File: src/rtl/mdio_pkg.sv
package mdio_pkg;

    typedef enum logic [2:0] {
        S_IDLE,
        S_PREAMBLE,
        S_HEADER,
        S_TURN,
        S_DATA,
        S_TAIL
    } mdio_state_e;

    localparam int FRAME_W   = 32;
    localparam int HDR_BITS  = 14;
    localparam int TA_BITS   = 2;
    localparam int DATA_BITS = 16;
    localparam int OP_RD_BIT = 29;

    // Opcodes 11 and 10 both hand the line to the PHY after the header.
    function automatic logic op_is_read(input logic [FRAME_W-1:0] w);
        return w[OP_RD_BIT];
    endfunction

endpackage

File: src/rtl/mdio_clk_gen.sv
module mdio_clk_gen #(
    parameter int HALF_DIV = 4
) (
    input  logic clk,
    input  logic rst_n,
    input  logic run_i,
    output logic mdc_o,
    output logic rise_o,
    output logic fall_o
);
    localparam int CW = (HALF_DIV > 1) ? $clog2(HALF_DIV) : 1;

    logic [CW-1:0] cnt_q;
    logic          wrap;

    assign wrap = (cnt_q == CW'(HALF_DIV - 1));

    always_ff @(posedge clk) begin
        if (!rst_n || !run_i) begin
            cnt_q <= '0;
            mdc_o <= 1'b0;
        end else if (wrap) begin
            cnt_q <= '0;
            mdc_o <= ~mdc_o;
        end else begin
            cnt_q <= cnt_q + CW'(1);
        end
    end

    assign rise_o = run_i && wrap && !mdc_o;
    assign fall_o = run_i && wrap &&  mdc_o;

    // MDC parks low whenever the engine is not running
    p_idle_low_r2: assert property (@(posedge clk) disable iff (!rst_n)
        !run_i |=> !mdc_o);

endmodule

File: src/rtl/mdio_tx_mux.sv
module mdio_tx_mux
    import mdio_pkg::*;
(
    input  mdio_state_e        state_i,
    input  logic [FRAME_W-1:0] frame_i,
    input  logic [4:0]         fidx_i,
    output logic               bit_o,
    output logic               oe_o
);
    logic rd;
    logic word_bit;

    assign rd       = op_is_read(frame_i);
    assign word_bit = frame_i[5'(FRAME_W - 1) - fidx_i];

    always_comb begin
        bit_o = 1'b1;
        oe_o  = 1'b1;
        unique case (state_i)
            S_IDLE:     oe_o = 1'b0;
            S_PREAMBLE: bit_o = 1'b1;
            S_HEADER:   bit_o = word_bit;
            S_TURN: begin
                if (rd) oe_o = 1'b0;
                else    bit_o = (fidx_i == 5'(HDR_BITS));
            end
            S_DATA, S_TAIL: begin
                if (rd) oe_o = 1'b0;
                else    bit_o = word_bit;
            end
            default:    oe_o = 1'b0;
        endcase
    end

endmodule

File: src/rtl/mdio_rx_shift.sv
module mdio_rx_shift #(
    parameter int W = 16
) (
    input  logic         clk,
    input  logic         rst_n,
    input  logic         shift_i,
    input  logic         bit_i,
    output logic [W-1:0] q_o
);
    always_ff @(posedge clk) begin
        if (!rst_n)       q_o <= '0;
        else if (shift_i) q_o <= {q_o[W-2:0], bit_i};
    end
endmodule

File: src/rtl/mdio_frame_master.sv
module mdio_frame_master
    import mdio_pkg::*;
#(
    parameter int HALF_DIV = 4,
    parameter int PRE_LEN  = 32
) (
    input  logic        clk,
    input  logic        rst_n,
    input  logic        start_i,
    input  logic [31:0] frame_i,
    output logic        busy_o,
    output logic        done_o,
    output logic [15:0] rdata_o,
    output logic        mdc_o,
    output logic        mdio_o,
    output logic        mdio_oe_o,
    input  logic        mdio_i
);
    localparam int POS_W = $clog2(PRE_LEN + FRAME_W);

    mdio_state_e          state_q, state_d;
    logic [POS_W-1:0]     pos_q;
    logic [FRAME_W-1:0]   frame_q;
    logic [4:0]           fidx;
    logic                 rise, fall, rd, last_bit;
    logic [DATA_BITS-1:0] cap_q;

    assign busy_o   = (state_q != S_IDLE);
    assign rd       = op_is_read(frame_q);
    assign fidx     = 5'(pos_q - POS_W'(PRE_LEN));
    assign last_bit = (state_q == S_DATA) && (fidx == 5'(FRAME_W - 1));

    mdio_clk_gen #(.HALF_DIV(HALF_DIV)) u_clk (
        .clk    (clk),
        .rst_n  (rst_n),
        .run_i  (busy_o),
        .mdc_o  (mdc_o),
        .rise_o (rise),
        .fall_o (fall)
    );

    mdio_tx_mux u_tx (
        .state_i (state_q),
        .frame_i (frame_q),
        .fidx_i  (fidx),
        .bit_o   (mdio_o),
        .oe_o    (mdio_oe_o)
    );

    mdio_rx_shift #(.W(DATA_BITS)) u_rx (
        .clk     (clk),
        .rst_n   (rst_n),
        .shift_i (rise && rd && (state_q == S_DATA)),
        .bit_i   (mdio_i),
        .q_o     (cap_q)
    );

    // State register
    always_ff @(posedge clk) begin
        if (!rst_n) state_q <= S_IDLE;
        else        state_q <= state_d;
    end

    // Transitions: start-accept, preamble-done, header-done, turn-done,
    // last-sample, tail-done
    always_comb begin
        state_d = state_q;
        unique case (state_q)
            S_IDLE:     if (start_i) state_d = S_PREAMBLE;
            S_PREAMBLE: if (fall && pos_q == POS_W'(PRE_LEN - 1)) state_d = S_HEADER;
            S_HEADER:   if (fall && fidx == 5'(HDR_BITS - 1)) state_d = S_TURN;
            S_TURN:     if (fall && fidx == 5'(HDR_BITS + TA_BITS - 1)) state_d = S_DATA;
            S_DATA:     if (rise && last_bit) state_d = S_TAIL;
            S_TAIL:     if (fall) state_d = S_IDLE;
            default:    state_d = S_IDLE;
        endcase
    end

    // Registered outputs and frame bookkeeping
    always_ff @(posedge clk) begin
        if (!rst_n) begin
            frame_q <= '0;
            pos_q   <= '0;
            done_o  <= 1'b0;
            rdata_o <= '0;
        end else begin
            if (state_q == S_IDLE && start_i) begin
                frame_q <= frame_i;
                pos_q   <= '0;
            end else if (fall && state_q != S_IDLE && state_q != S_TAIL) begin
                pos_q   <= pos_q + POS_W'(1);
            end
            done_o <= rise && last_bit;
            if (rise && last_bit && rd)
                rdata_o <= {cap_q[DATA_BITS-2:0], mdio_i};
        end
    end

    // an accepted start raises busy on the next cycle
    p_busy_on_start_r7: assert property (@(posedge clk) disable iff (!rst_n)
        (!busy_o && start_i) |=> busy_o);

    // done is a one-cycle pulse
    p_done_single_r8: assert property (@(posedge clk) disable iff (!rst_n)
        done_o |=> !done_o);

    // done arrives while the frame still holds busy
    p_done_while_busy_r8: assert property (@(posedge clk) disable iff (!rst_n)
        done_o |-> busy_o);

    // line data only moves while MDC is low
    p_mdio_moves_low_r2: assert property (@(posedge clk) disable iff (!rst_n)
        (busy_o && !$stable(mdio_o)) |-> !mdc_o);

    // a start during a frame leaves the latched word alone
    p_start_ignored_r9: assert property (@(posedge clk) disable iff (!rst_n)
        (busy_o && start_i) |=> $stable(frame_q));

endmodule

File: config.mk
export PLATFORM = sky130hd
export DESIGN_NAME = mdio_frame_master
export DESIGN_NICKNAME = d
export VERILOG_FILES = /design/src/rtl/mdio_pkg.sv /design/src/rtl/mdio_clk_gen.sv /design/src/rtl/mdio_tx_mux.sv /design/src/rtl/mdio_rx_shift.sv /design/src/rtl/mdio_frame_master.sv
export SDC_FILE = /design/constraint.sdc
export NUM_CORES = 1
export LEC_CHECK = 0
export BUFFER_PORTS_ARGS = -buffer_cell sky130_fd_sc_hd__buf_2
export CAP_MARGIN = 20
export CORE_UTILIZATION = 43
export DETAILED_ROUTE_END_ITERATION = 16
export GPL_TIMING_DRIVEN = 0
export MAX_ROUTING_LAYER = met4
export PLACE_DENSITY = 0.72
export SYNTH_ARGS = -nofsm -noshare
export SYNTH_HDL_FRONTEND = slang
export SYNTH_SLANG_ARGS = --single-unit
File: constraint.sdc
create_clock -name clk -period 4.1 [get_ports clk]
set_clock_uncertainty 0.05 [all_clocks]
set_input_delay 0.615 -clock clk [delete_from_list [all_inputs] [get_ports clk]]
set_output_delay 0.615 -clock clk [all_outputs]
set_load 0.005 [all_outputs]
==> impl_results.md <==
- Setup tns final: 0 ns
- Mapped Nets: 417
- WP data arrival: 2.33 ns
- RSZ-0062 raised after global routing: no
- Chip Width: 88.7 um
- Least-Margin Pin Slew: 0.533 ns
- Placed cells: 530
- DP Wirelength: 4900 um
- Core Rows: 31
- CTS H-tree depth: 3
- Synth area leader: dfxtp_1
- Maximum vdd ir drop: 0.000231 V
- Setup crit start kind: register
- P&R area growth vs syn: 19.4%
- Max Clk Rate: 334 MHz
- Largest net degree at the start of global routing: 14
- Setup CP Type: reg2out
- Worst-path clk slew: 0.08 ns
- Leading register cell type out of synthesis: dfxtp_1
- Starting Density: 0.445
- Required @ worst endpoint: 3.43 ns
- # resized after CTS: 0
- FFs w/ async S/R, synth: 0
- PortBufs: 56
- Setup ws final: 1.11 ns
- Placed Area: 3630 sq um
- Syn avg cell area: 8.61 sq um
- Clk Latency, worst-skew pair: 0.36 ns
- Crit path capture type: output port
- Die Span Y: 88.7 um
- Hold Path Class: reg2reg
- Final core occ: 0.532
- Num ports: 57
- Tot Pwr: 1.91 mW
- Power Density: 495 nW/um^2
- Post-synth EDFFs: 0
- Drt pass-1 iters: 4
- Synth Register Bits: 76
- Die area: 7860 sq um
- CP Cell Sequence: buf_1 > inv_1 > a2111oi_0 > o31ai_1 > a21oi_1 > o22ai_1 > buf_2
- Vias in the first global route: 2,514
- Dominant cell by count in the synthesized netlist: nand2_1
- Slew margin rel.: 0.645
- Clock Tree Root: clkbuf_8
- Clock buffer depth: 2
- Max incr delay on CP: 0.47 ns
- Post-route cell area: 3860 sq um
- First-pass GRT wire length: 11,400 um
- Final non-filler cell total: 546
- Proportion of layout cells with a drive suffix above 1: 0.221
- Slowest cell on the critical path: dfxtp_1
- Cells after Synth: 375
- CTS tree: yes
- Hold Slack: 0.380 ns
- Synth area leaders: dfxtp_1 47%, nand2_1 12%, a21oi_1 8.1%
- Final count of pins violating max slew: 0
- Setup WS pre-CTS: 1.49 ns
- Wirelength, routed: 6900 um
- Fin crit period: 2.99 ns
- Final setup violation count: 0
- Drt wl/cell: 12.6 um
- Final hold vios: 0
- Status: completed
- Initial drt markers: 177
- Vias per inst: 5.05
- Sink Count: 76
- Filler Cell Count: 693
- Total GRT Usage: 0.200
- Largest fanout on the critical path: 10
- DRC Markers: 0
- Standby leakage power: 1.66 nW
- GR Overflow Total: 0
- Detail Route Antenna Nets: 0
- DR vias: 2,756
- Period utilization: 0.730
- Seq/Total Area, Yosys: 0.471
- CTS Buf Count: 9
- Initial antenna violation count: 0
- Max cap viols: 0
- Ranking of synthesized cells by instance count: 105 x nand2_1, 76 x dfxtp_1, 52 x a21oi_1
- Post-CTS setup buffer count: 0
- Cts hold-fix bufs: 0
- Syn Std Cell Area: 3230 sq um
- Synth cell types: 46
- Yosys warns: 0
- Nets: 484
- Share of the synthesized area in the top cell type: 0.471
- GPL Wtd Cong: 0.914
- Diode count: 0
- Core area: 7250 sq um
metal layers:
metal,vias up,global-route usage,wire length [um]
met3,15,0.0392,286
met2,57,0.295,3250
met1,1286,0.258,3240
met5,-,-,0
li1,1398,-,-
met4,0,0.104,129
critical path, delay by kind of cell, from the launching register on:
kind,cells,cell delay (ns)
AOI/OAI and AO/OA,4,0.80
buffers and inverters,3,0.70
DFF,1,0.47
worst paths after layout:
kind,slack (ns),start,cells after the start,end
setup reg to reg,1.64,pos_q[1]$_SDFFE_PP0P_,9,state_q[2]$_SDFFE_PN0P_
hold / removal,0.38,u_clk.cnt_q[0]$_SDFF_PP0_,1,u_clk.cnt_q[0]$_SDFF_PP0_
hold reg to reg,0.38,u_clk.cnt_q[0]$_SDFF_PP0_,1,u_clk.cnt_q[0]$_SDFF_PP0_
setup / recovery,1.11,pos_q[1]$_SDFFE_PP0P_,7,mdio_o
power by group:
part | leakage (nW) | internal (mW) | switching [mW]
sequential | 0.617 | 0.808 | 0.0412
combinational | 0.934 | 0.166 | 0.259
clock | 0.113 | 0.359 | 0.277
area by class of cell:
| class | count | area, sq um | area share |
|---|---|---|---|
| plain buffers | 27 | 126 | 0.0327 |
| clock inverters | 6 | 86.3 | 0.0224 |
| flip-flops and latches | 76 | 1520 | 0.394 |
| clock buffers | 10 | 138 | 0.0357 |
| inverters | 8 | 30.0 | 0.00778 |
| multi-input cells | 264 | 1550 | 0.402 |
| well taps | 99 | 124 | 0.0321 |
| repair buffers | 56 | 280 | 0.0726 |
kinds of logic after synthesis:
kind of cell	after synthesis	synth area share
xor+xnor	7	0.0190
simple gates	153	0.199
buf+inv	35	0.0484
compound gates	73	0.134
flops	76	0.471
mux	25	0.105
fa+ha+maj	6	0.0232
layout by cell type, fill, tap and decap left out, types with 5 or more instances in the layout:
| master | instances |
|---|---|
| dfxtp_1 | 76 |
| inv_1 | 8 |
| mux4_2 | 7 |
| nor2_1 | 26 |
| buf_2 | 66 |
| clkbuf_1 | 12 |
| nand2_1 | 105 |
| ha_1 | 6 |
| a21oi_1 | 52 |
| nor3_1 | 5 |
| clkbuf_8 | 10 |
| mux2i_1 | 16 |
flip-flops by register name, indices dropped and copies added, names as in the netlist:
register and cells:
frame_q 32, rdata_o 16, u_rx.q_o 15, pos_q 6
state_q 3, u_clk.cnt_q 2, done_o 1, u_clk.mdc_o 1
Power figures use the tool's default switching activity.
